## config.mk

```make
export PLATFORM = sky130hd
export DESIGN_NAME = icw_sequencer
export DESIGN_NICKNAME = d
export VERILOG_FILES = /design/src/rtl/icw_pkg.sv /design/src/rtl/icw_rst_sync.sv /design/src/rtl/icw_seq_fsm.sv /design/src/rtl/icw_cfg_regs.sv /design/src/rtl/icw_sequencer.sv
export SDC_FILE = /design/constraint.sdc
export NUM_CORES = 1
export LEC_CHECK = 0
export CORE_ASPECT_RATIO = 1.4
export CORE_MARGIN = 2
export CORE_UTILIZATION = 39
export CTS_CLUSTER_DIAMETER = 120
export DETAILED_ROUTE_END_ITERATION = 12
export PLACE_DENSITY = 0.76
export SYNTH_ARGS = -nofsm -noshare
export SYNTH_HDL_FRONTEND = slang
export SYNTH_HIERARCHICAL = 1
export SYNTH_SLANG_ARGS = --single-unit
```

## constraint.sdc

```tcl
create_clock -name clk -period 1.15 [get_ports clk]
set_input_delay 0.115 -clock clk [delete_from_list [all_inputs] [get_ports clk]]
set_output_delay 0.115 -clock clk [all_outputs]
set_load 0.02 [all_outputs]
```

## src/rtl/icw_pkg.sv

```systemverilog
package icw_pkg;
  typedef enum logic [2:0] {
    ST_IDLE = 3'd0,
    ST_W2   = 3'd1,
    ST_W3   = 3'd2,
    ST_W4   = 3'd3,
    ST_RUN  = 3'd4
  } seq_st_t;

  typedef struct packed {
    logic level;
    logic intv4;
    logic single;
    logic need4;
    logic mode86;
    logic aeoi;
    logic buffered;
  } icw_cfg_t;
endpackage

```

## src/rtl/icw_rst_sync.sv

```systemverilog
module icw_rst_sync #(
  parameter int STAGES = 2
) (
  input  logic clk,
  input  logic rst_n,
  output logic rst_n_sync
);
  logic [STAGES-1:0] sr_q;

  always_ff @(posedge clk or negedge rst_n) begin
    if (!rst_n) sr_q <= '0;
    else        sr_q <= {sr_q[STAGES-2:0], 1'b1};
  end

  assign rst_n_sync = sr_q[STAGES-1];
endmodule

```

## src/rtl/icw_seq_fsm.sv

```systemverilog
module icw_seq_fsm
  import icw_pkg::*;
(
  input  logic    clk,
  input  logic    rst_n,
  input  logic    open_wr,
  input  logic    data_wr,
  input  logic    single,
  input  logic    need4,
  output seq_st_t state
);
  seq_st_t st_q, st_d;

  always_comb begin
    st_d = st_q;
    if (open_wr) begin
      st_d = ST_W2;
    end else if (data_wr) begin
      case (st_q)
        ST_W2:   st_d = !single ? ST_W3 : (need4 ? ST_W4 : ST_RUN);
        ST_W3:   st_d = need4 ? ST_W4 : ST_RUN;
        ST_W4:   st_d = ST_RUN;
        default: st_d = st_q;
      endcase
    end
  end

  always_ff @(posedge clk or negedge rst_n) begin
    if (!rst_n) st_q <= ST_IDLE;
    else        st_q <= st_d;
  end

  assign state = st_q;
endmodule

```

## src/rtl/icw_cfg_regs.sv

```systemverilog
module icw_cfg_regs
  import icw_pkg::*;
#(
  parameter int DW    = 8,
  parameter int PG_HI = 8,
  parameter int PG_LO = 3
) (
  input  logic                   clk,
  input  logic                   rst_n,
  input  seq_st_t                state,
  input  logic                   open_wr,
  input  logic                   data_wr,
  input  logic                   cmd_wr,
  input  logic [DW-1:0]          wdata,
  output icw_cfg_t               cfg,
  output logic [PG_HI+PG_LO-1:0] page,
  output logic [DW-1:0]          casc,
  output logic [DW-1:0]          mask,
  output logic                   sel_isr,
  output logic                   clr
);
  icw_cfg_t              cfg_q, cfg_d;
  logic [PG_HI-1:0]      pg_hi_q, pg_hi_d;
  logic [PG_LO-1:0]      pg_lo_q, pg_lo_d;
  logic [DW-1:0]         casc_q, casc_d, mask_q, mask_d;
  logic                  sel_q, sel_d, clr_q;
  logic                  run;

  assign run = (state == ST_RUN);

  always_comb begin
    cfg_d   = cfg_q;
    pg_hi_d = pg_hi_q;
    pg_lo_d = pg_lo_q;
    casc_d  = casc_q;
    mask_d  = mask_q;
    sel_d   = sel_q;
    if (open_wr) begin
      cfg_d.need4    = wdata[0];
      cfg_d.single   = wdata[1];
      cfg_d.intv4    = wdata[2];
      cfg_d.level    = wdata[3];
      cfg_d.mode86   = 1'b0;
      cfg_d.aeoi     = 1'b0;
      cfg_d.buffered = 1'b0;
      pg_lo_d        = wdata[DW-1 -: PG_LO];
      mask_d         = '0;
      sel_d          = 1'b0;
    end else if (data_wr) begin
      case (state)
        ST_W2:  pg_hi_d = wdata[PG_HI-1:0];
        ST_W3:  casc_d  = wdata;
        ST_W4: begin
          cfg_d.mode86   = wdata[0];
          cfg_d.aeoi     = wdata[1];
          cfg_d.buffered = wdata[3];
        end
        ST_RUN: mask_d  = wdata;
        default: ;
      endcase
    end else if (cmd_wr && run && wdata[3] && wdata[1]) begin
      sel_d = wdata[0];
    end
  end

  always_ff @(posedge clk or negedge rst_n) begin
    if (!rst_n) begin
      cfg_q   <= '0;
      pg_hi_q <= '0;
      pg_lo_q <= '0;
      casc_q  <= '0;
      mask_q  <= '0;
      sel_q   <= 1'b0;
      clr_q   <= 1'b0;
    end else begin
      cfg_q   <= cfg_d;
      pg_hi_q <= pg_hi_d;
      pg_lo_q <= pg_lo_d;
      casc_q  <= casc_d;
      mask_q  <= mask_d;
      sel_q   <= sel_d;
      clr_q   <= open_wr;
    end
  end

  assign cfg     = cfg_q;
  assign page    = {pg_hi_q, pg_lo_q};
  assign casc    = casc_q;
  assign mask    = mask_q;
  assign sel_isr = sel_q;
  assign clr     = clr_q;
endmodule

```

## src/rtl/icw_sequencer.sv

```systemverilog
module icw_sequencer
  import icw_pkg::*;
#(
  parameter int DW        = 8,
  parameter int SYNC_STGS = 2,
  localparam int PG_LO    = 3,
  localparam int PG_W     = DW + PG_LO
) (
  input  logic            clk,
  input  logic            rst_n,
  input  logic            wr_en,
  input  logic            wr_a0,
  input  logic [DW-1:0]   wr_data,
  input  logic            rd_a0,
  input  logic [DW-1:0]   irr_in,
  input  logic [DW-1:0]   isr_in,
  output logic [DW-1:0]   rd_data,
  output logic            init_clr,
  output logic            init_done,
  output logic            cfg_level,
  output logic            cfg_intv4,
  output logic            cfg_single,
  output logic            cfg_need4,
  output logic            cfg_mode86,
  output logic            cfg_aeoi,
  output logic            cfg_buffered,
  output logic [PG_W-1:0] vec_page,
  output logic [DW-1:0]   casc_cfg,
  output logic [DW-1:0]   irq_mask,
  output logic            stat_isr
);
  logic     rst_n_s;
  logic     open_wr, data_wr, cmd_wr;
  seq_st_t  state;
  icw_cfg_t cfg;

  assign open_wr = wr_en && !wr_a0 && wr_data[4];
  assign data_wr = wr_en && wr_a0;
  assign cmd_wr  = wr_en && !wr_a0 && !wr_data[4];

  icw_rst_sync #(.STAGES(SYNC_STGS)) u_rst (
    .clk        (clk),
    .rst_n      (rst_n),
    .rst_n_sync (rst_n_s)
  );

  icw_seq_fsm u_fsm (
    .clk     (clk),
    .rst_n   (rst_n_s),
    .open_wr (open_wr),
    .data_wr (data_wr),
    .single  (cfg.single),
    .need4   (cfg.need4),
    .state   (state)
  );

  icw_cfg_regs #(.DW(DW), .PG_HI(DW), .PG_LO(PG_LO)) u_regs (
    .clk     (clk),
    .rst_n   (rst_n_s),
    .state   (state),
    .open_wr (open_wr),
    .data_wr (data_wr),
    .cmd_wr  (cmd_wr),
    .wdata   (wr_data),
    .cfg     (cfg),
    .page    (vec_page),
    .casc    (casc_cfg),
    .mask    (irq_mask),
    .sel_isr (stat_isr),
    .clr     (init_clr)
  );

  assign init_done    = (state == ST_RUN);
  assign cfg_level    = cfg.level;
  assign cfg_intv4    = cfg.intv4;
  assign cfg_single   = cfg.single;
  assign cfg_need4    = cfg.need4;
  assign cfg_mode86   = cfg.mode86;
  assign cfg_aeoi     = cfg.aeoi;
  assign cfg_buffered = cfg.buffered;

  assign rd_data = rd_a0 ? irq_mask : (stat_isr ? isr_in : irr_in);
endmodule

```

==> results of run 1 <==
[flip-flops by register name (all words and copies together) (netlist names), 2 cells and up]
register,count
u_fsm/state,3
u_regs/casc,8
u_regs/cfg,7
u_regs/mask,8
u_regs/pg_hi_q,8
u_regs/pg_lo_q,3
u_rst/sr_q,2
[final cells by class]
type,count,area (µm²)
Fill cell,316,1300
Clock buffer,6,82.6
Tap cell,62,77.6
Multi-Input combinational cell,92,942
Inverter,3,11.3
Timing Repair Buffer,109,1050
Clock inverter,2,37.5
Sequential cell,41,1030
[cell usage after synthesis, drive strengths merged, types with 2 or more instances]
cell	n	area [µm²]
nor2b	3	26.3
a21oi	2	10.0
nor4b	2	47.6
nor2	7	28.8
nor3b	2	15.0
a22o	8	70.1
nand2	9	33.8
dfrtp	41	1030
buf	2	22.5
mux2	23	259
inv	3	11.3
nand4b	2	17.5
mux2i	11	110
o21ai	11	55.1
[cell families (layout without fill, tap and decap cells)]
group	after synthesis	in the layout	synth area share, %
AO/OA/AOI/OAI	26	26	9.67
multiplexers	34	34	20.1
buffers and inverters	6	120	2.04
AND/OR/NAND/NOR	31	31	12.2
flip-flops	41	41	55.8
other	1	1	0.204
[layer usage]
metal / vias up / global-route usage, % / routed length [µm]
li1: 731 / - / -
met1: 794 / 23.5 / 2000
met2: 64 / 39.8 / 3030
met3: 11 / 5.18 / 380
met4: 0 / 7.74 / 123
met5: - / 0 / 0
[final timing paths]
check	end	slack, ps
max	u_regs/casc[3]	-320
min	u_regs/pg_lo_q[1]	220
max reg2reg	u_regs/casc[3]	-320
min reg2reg	u_regs/pg_lo_q[1]	220
max in group asynchronous	u_rst/sr_q[1]	490
min in group clk	u_regs/mask[4]	340
[what timing repair did]
action                     4_1_cts  5_1_grt
pin swaps                        7        9
cloned                           1        0
hold buffers                     1        0
setup endpoints to repair       82       70
resized for setup              141       37
setup buffers                    6        1
hold endpoints to repair         2        0
[critical path, cell delays in order (launching register included)]
cell	delay [ps]
dfrtp_2	470
nor4b_4	360
buf_6	210
mux2_4	320
[power groups by stage]
stage	combinational (mW)	sequential (mW)	clock (mW)
final	2.60	2.16	1.23
after global routing	2.73	2.21	1.30
after CTS	2.50	2.15	1.24
after detailed placement	2.47	2.17	0
after global placement	2.42	2.16	0
after floorplan	0.618	2.65	0
[per-stage QoR]
step | instance area [µm²] | hold slack [ps]
5_1_grt | 3230 | 249
2_1_floorplan | 1870 | -181
6_report | 3230 | 220
4_1_cts | 3220 | 237
3_3_place_gp | 2940 | 232
3_5_place_dp | 2940 | 236
==> summary.txt, run 1 <==
Placement
  • Setup WS pre-CTS: -786 ps
  • Hpwl dp: 3600 µm
  • Final GP Congestion: 0.748
  • Post-placement cell count: 302
  • Port-buffer cells: 73

STA
  • RSZ-0062 raised after global routing: yes
  • Min Tclk post-route: 1470 ps
  • Fmax: 679 MHz
  • Clock skew: 6.59 ps
  • Endpoints failing hold: 0
  • # setup viols final: 40
  • Max Slew Vio Count: 0
  • TNS Setup: -9830 ps
  • Tcrit/Tclk final: 128%
  • PnR worst setup slack: -322 ps

Finish
  • Share of cells above drive strength 1: 43.5%
  • Non-filler instance count after layout: 315
  • Final Util: 71.3%
  • Most common cell after layout, fill and taps aside: dfrtp_1
  • Commonest cells after routing, fill and taps aside: dfrtp_1, clkdlybuf4s50_1, buf_6, buf_4, clkdlybuf4s15_1
  • Fin nets: 281
  • Area Overhead vs Synth: 75.9%
  • Number of diodes: 0

Yosys
  • Seq cells post-synth: 41
  • Main synth FF type: dfrtp_1
  • Count of different cell masters after synthesis: 30
  • Syn Nets: 168
  • Mapped Avg Cell Area: 13.2 µm²
  • Post-synth EDFFs: 0
  • Synth warn: 6
  • Post-synthesis async set-or-reset flop share: 100%
  • Cells after Synth: 139
  • Sequential share of the synthesized area: 55.8%
  • Synthesized cell area: 1840 µm²

Routing
  • Drt drc: 0
  • DRT antenna net count: 0
  • DR pass1 iterations: 4
  • DR vias/cell: 5.08
  • Final wirelength: 5530 µm
  • Routed wire per std cell: 17.6 µm
  • Detailed router's first-iteration violation count: 23
  • DR vias: 1600

Run status
  • Status: complete, but fails checks
  • Failing checks: setup timing

GRT
  • Global-route wire length before repair: 8360 µm
  • Initial antenna violation count: 0
  • Largest net degree at the start of global routing: 40
  • Vias in the first global route: 1676
  • Total global routing track utilization: 21.9%
  • Gr ovfl total: 0

Die
  • Die width: 62.0 µm
  • Row Count: 29
  • Io pins: 74
  • Core area: 4540 µm²
  • Die H: 85.2 µm
  • Die ar.: 5290 µm²
  • Starting density of the core: 40.5%

Worst setup path
  • Critical path arrival: 1660 ps
  • Max FO, Critical Path: 8
  • FF-to-FF Start: u_fsm/state[2]
  • CP Capture Type: flip-flop
  • Critical path type: flip-flop to flip-flop
  • Worst setup SP type: flip-flop
  • Crit path launch: u_fsm/state[2]
  • Reg2Reg Depth: 3
  • Worst Path Required: 1340 ps

Pwr
  • PD cells: 1850 nW/µm²
  • Final Power: 5.99 mW
  • Logic pwr share: 43.5%
  • Clk pwr share: 20.5%
  • Sw Share: 34.0%
  • Peak supply drop: 1.43 mV
  • Pint: 3.95 mW
  • Net switching power figure: 2.04 mW
  • Reg power frac: 36.1%
  • P_leak: 1.49 nW

Clock tree
  • CTS H-tree depth: 2
  • Clock transition at path regs: 80 ps
  • Clk sinks: 41
  • Num CTS Buffers: 5
  • Clock Tree Buf Depth: 2
  • CTS tree: done
  • Clock root buffer: clkbuf_8
  • Worst skew pair latency: 300 ps

Worst hold path
  • Hold Path Class: flip-flop to asynchronous set/reset pin

Run
  • Max_cap viols: 0
Note: power is estimated with default switching activity, not from simulation.
==> run 2, diff against run 1 <==
==> constraint.sdc (replaced) <==
create_clock -name clk -period 1.15 [get_ports clk]
set_input_delay 0.1725 -clock clk [delete_from_list [all_inputs] [get_ports clk]]
set_output_delay 0.1725 -clock clk [all_outputs]
set_load 0.02 [all_outputs]
==> run 2 against run 1 <==
Effect of this change: clock power barely moved; critical path type is now flip-flop to output pin; the run still ends with setup timing left; critical path depth up 1; first-iteration DRC count up 17%; count of clock-buffer cells in the layout did not move; combinational power fell by 5%; via count fell by 2.4%; utilization down 0.77 points; register-to-register slack improved by 40 ps; largest cell class is now sequential cells; clock skew decreased by 4.1 ps.
==> summary.txt, run 2 (synthesis gave the netlist of run 1 again) <==
Run status
  • Status: complete, but fails checks
  • Failing checks: setup timing

Finish
  • Seq. cell area: 1030 µm²
  • Final Util: 70.5%
  • Fill count: 327
  • Number of diodes: 0
  • Most common cell after layout, fill and taps aside: dfrtp_1
  • Area Overhead vs Synth: 74.0%
  • Multi-input gate area: 992 µm²
  • Fin nets: 280
  • Share of cells above drive strength 1: 59.1%
  • Commonest cells after routing, fill and taps aside: dfrtp_1, clkdlybuf4s50_1, buf_4

STA
  • Fmax: 654 MHz
  • Min Tclk post-route: 1530 ps
  • Clock skew: 2.45 ps
  • TNS Setup: -9590 ps
  • RSZ-0062 raised after global routing: yes
  • Tcrit/Tclk final: 133%
  • # setup viols final: 40
  • PnR worst setup slack: -379 ps
  • Max Slew Vio Count: 0
  • Endpoints failing hold: 0

Die
  • Starting density of the core: 40.5%
  • Die ar.: 5290 µm²
  • Io pins: 74
  • Die H: 85.2 µm
  • Die width: 62.0 µm
  • Row Count: 29
  • Core area: 4540 µm²

Worst hold path
  • Hold Path Class: input port to asynchronous set/reset pin

GRT
  • Total global routing track utilization: 20.3%
  • Largest net degree at the start of global routing: 40
  • Gr ovfl total: 0
  • Vias in the first global route: 1638
  • Global-route wire length before repair: 7970 µm
  • Initial antenna violation count: 0

Pwr
  • P_leak: 1.48 nW
  • PD cells: 1830 nW/µm²
  • Peak supply drop: 1.35 mV
  • Final Power: 5.84 mW

Worst setup path
  • Worst setup SP type: flip-flop
  • CP Capture Type: output pin
  • Critical path arrival: 1360 ps
  • Reg2Reg Depth: 3
  • WP depth: 4
  • Critical path type: flip-flop to output pin
  • Worst setup path endpoint: rd_data[3]
  • Crit path launch: u_regs/sel_isr
  • Delay-heaviest family, CP: flip-flops
  • CP cell instances: buf_16 > mux2i_4 > o21ai_2 > buf_6
  • Reg2Reg Setup Slack: -280 ps
  • Reg2reg end: u_regs/casc[0]
  • Worst Path Required: 980 ps
  • FF-to-FF Start: u_fsm/state[2]
  • WP buf/inv: 2
  • Slowest stage delay, CP: 460 ps
  • Max FO, Critical Path: 4
  • CP max stage cell: dfrtp_2

Placement
  • Port-buffer cells: 73
  • Final GP Congestion: 0.747
  • Hpwl dp: 3530 µm

Run
  • Max_cap viols: 0

Clock tree
  • Clk sinks: 41
  • Clock root buffer: clkbuf_8
  • Number of hold buffers added after CTS: 0
  • CTS tree: done
  • Worst skew pair latency: 290 ps
  • Num CTS Buffers: 5
  • Clock Tree Buf Depth: 2
  • CTS H-tree depth: 2
  • Clock transition at path regs: 80 ps

Routing
  • DR pass1 iterations: 4
  • Routed wire per std cell: 16.4 µm
  • DRT antenna net count: 0
  • Drt drc: 0
  • DR vias: 1561
  • DR vias/cell: 4.97
  • Detailed router's first-iteration violation count: 27
  • Final wirelength: 5140 µm
-- run 2: power breakdown --
group,switching (mW),internal (mW),total (mW),leakage (nW)
Sequential,0.317,1.86,2.18,0.513
Clock,0.492,0.706,1.20,0.0574
Combinational,1.17,1.29,2.46,0.908
-- run 2: worst reg2reg max path: cells and delay by family, from the launching register on --
kind	cells	cell delay [ps]
multiplexers	1	300
AND/OR/NAND/NOR	1	340
flip-flops	1	480
buffers and inverters	1	200
-- run 2: timing repair --
item / in CTS / in global routing
setup endpoints to repair: 83 / 65
gates resized for setup: 200 / 38
pin swaps: 7 / 5
setup buffers: 3 / 0
gates cloned: 1 / 0
-- run 2: per-layer routing --
metal / GRT usage (%) / vias to the layer above / part of all wire, %
met5: 0 / - / 0
met4: 5.61 / 0 / 0.93
met3: 3.96 / 4 / 6.5
met2: 35.6 / 58 / 54
met1: 24.4 / 769 / 39
li1: - / 730 / -
-- run 2: final cells by class --
type / instances / area share, %
clock buffers: 6 / 2.58
clock inverters: 2 / 1.17
inverters: 3 / 0.352
multi-input cells: 92 / 31.0
flip-flops and latches: 41 / 32.3
well taps: 62 / 2.43
repair buffers: 108 / 30.2
-- run 2: worst min path at each step --
stage | depth (start not counted) | endpoint | startpoint | slack (ps)
finish | 1 | u_rst/sr_q[0] | rst_n | 40
global route | 1 | u_rst/sr_q[0] | rst_n | 40
detailed placement | 1 | u_regs/pg_lo_q[0] | u_rst/sr_q[1] | 240
CTS | 1 | u_rst/sr_q[0] | rst_n | 30
floorplan | 0 | u_rst/sr_q[0] | rst_n | -120
global placement | 1 | u_regs/pg_lo_q[0] | u_rst/sr_q[1] | 230
-- run 2: through the flow --
stage | instances | worst slack (ps) | cell area (µm²) | hold slack [ps]
global route | 314 | -423 | 3200 | 38.3
CTS | 314 | -424 | 3280 | 28.4
detailed placement | 302 | -842 | 2950 | 238
floorplan | 139 | -354 | 1900 | -123
finish | 314 | -379 | 3200 | 42.0
global placement | 302 | -780 | 2950 | 232
==> run 3, diff against run 2 <==
--- a/config.mk
+++ b/config.mk
@@ -7,10 +7,11 @@
 export LEC_CHECK = 0
 export CORE_ASPECT_RATIO = 1.4
 export CORE_MARGIN = 2
-export CORE_UTILIZATION = 39
+export CORE_UTILIZATION = 55
 export CTS_CLUSTER_DIAMETER = 120
 export DETAILED_ROUTE_END_ITERATION = 12
-export PLACE_DENSITY = 0.76
+export DONT_BUFFER_PORTS = 1
+export PLACE_DENSITY = 0.73
 export SYNTH_ARGS = -nofsm -noshare
 export SYNTH_HDL_FRONTEND = slang
 export SYNTH_HIERARCHICAL = 1
==> run 3 against run 2 <==
Effect of this change: the run still ends with setup timing left; sequential power grew 24%; utilization grew 5.6 points; combinational power shrank 47%; final cell count shrank 34%; largest power group is now sequential cells.
==> summary.txt, run 3 (synthesis gave the netlist of run 1 again) <==
Run status
  • Status: complete, but fails checks
  • Failing checks: setup timing

Placement
  • Post-placement cell count: 191
  • Hpwl dp: 2820 µm
  • Dpl cell area: 2050 µm²
  • Final GP Congestion: 0.783
  • Port-buffer cells: 0

Finish
  • Share of cells above drive strength 1: 49.7%
  • Most common cell after layout, fill and taps aside: dfrtp_1
  • Non-filler instance count after layout: 208
  • Number of diodes: 0
  • Area Overhead vs Synth: 30.6%
  • Post-route cell area: 2400 µm²
  • Fin nets: 197
  • Commonest cells after routing, fill and taps aside: dfrtp_1, mux2_4, mux2i_1, o21ai_2, buf_4
  • Fill count: 188

Die
  • Starting density of the core: 58.3%
  • Row Count: 24
  • Die H: 72.4 µm
  • Die width: 52.9 µm
  • Die ar.: 3830 µm²
  • Core area: 3150 µm²
  • Io pins: 74

STA
  • Tcrit/Tclk final: 124%
  • # setup viols final: 41
  • Min Tclk post-route: 1430 ps
  • Endpoints failing hold: 0
  • RSZ-0062 raised after global routing: yes
  • Fmax: 701 MHz
  • Max Slew Vio Count: 0
  • Clock skew: 7.28 ps
  • PnR worst setup slack: -276 ps
  • WHS: 8.66 ps

Run
  • Max_cap viols: 0

GRT
  • Largest net degree at the start of global routing: 27
  • Met3 Resource Use GR: 7.41%
  • Global-route wire length before repair: 6560 µm
  • Met1 global-route usage: 27.7%
  • Busiest metal layer after global routing: met2
  • GRT met2 Usage: 41.0%
  • Initial antenna violation count: 0
  • Vias in the first global route: 1279
  • Gr ovfl total: 0
  • Total global routing track utilization: 23.9%

Pwr
  • PD cells: 2140 nW/µm²
  • Final Power: 5.15 mW
  • Peak supply drop: 1.44 mV
  • P_leak: 1.07 nW

Worst setup path
  • Max FO, Critical Path: 5
  • Critical path type: flip-flop to output pin
  • CP Capture Type: output pin
  • Critical path arrival: 1250 ps
  • Worst Path Required: 980 ps
  • Worst setup SP type: flip-flop

Routing
  • Final wirelength: 4200 µm
  • Routed wire per std cell: 20.2 µm
  • DR vias: 1262
  • DR vias/cell: 6.07
  • Drt drc: 0
  • Detailed router's first-iteration violation count: 19
  • DRT antenna net count: 0
  • DR pass1 iterations: 4

Clock tree
  • Worst skew pair latency: 290 ps
  • CTS H-tree depth: 2
  • Clock Tree Buf Depth: 2
  • Clk sinks: 41
  • Clock transition at path regs: 80 ps
  • Num CTS Buffers: 5
  • CTS tree: done
  • Clock root buffer: clkbuf_8

Worst hold path
  • Hold Path Class: input port to flip-flop
[run 3: report_power, final]
| part | switching [mW] | leakage [nW] | internal (mW) |
|---|---|---|---|
| clock network | 0.490 | 0.0585 | 0.650 |
| registers | 0.839 | 0.513 | 1.86 |
| logic | 0.507 | 0.494 | 0.805 |
| total | 1.84 | 1.07 | 3.31 |
[run 3: final timing paths]
| check | start | to | slack (ps) | depth (start not counted) |
|---|---|---|---|---|
| setup / recovery | u_regs/sel_isr | rd_data[4] | -280 | 3 |
| hold reg to reg | u_rst/sr_q[1] | u_regs/cfg[4] | 170 | 0 |
| min in group asynchronous | rst_n | u_rst/sr_q[0] | 100 | 1 |
| max in group asynchronous | u_rst/sr_q[1] | u_regs/cfg[6] | 540 | 1 |
| hold / removal | wr_data[3] | u_regs/mask[3] | 9 | 1 |
| setup reg to reg | u_fsm/state[0] | u_regs/casc[7] | -250 | 3 |
[run 3: layer usage]
layer,wire [µm],share of wire (%)
met5,0,0
met4,69,1.6
met3,333,7.9
met2,2260,54
met1,1540,37
[run 3: area by class of cell]
class,count,area (µm²),share of cell area [%]
multi-input cells,92,956,39.8
well taps,39,48.8,2.03
clock inverters,3,43.8,1.82
flip-flops and latches,41,1030,43.0
inverters,3,11.3,0.469
clock buffers,5,68.8,2.87
repair buffers,25,239,9.96
[run 3: repair_timing]
item	CTS	global route
buffers inserted	3	3
setup endpoints to repair	40	41
hold buffers	1	2
pin swaps	7	6
endpoints found under the hold margin	2	2
resized for setup	28	12
[run 3: through the flow]
stage	worst slack, ps	TNS (ps)	utilization (%)
finish	-276	-7760	76.1
global route	-325	-9570	76.1
CTS	-255	-7720	73.0
detailed placement	-276	-7360	65.0
global placement	-273	-6850	65.0
floorplan	-354	-7060	-
[run 3: worst max-delay path: stages, from the launching register on]
cell     delay (ps)
dfrtp_2         410
buf_2           170
mux2i_1         140
o21ai_2         240
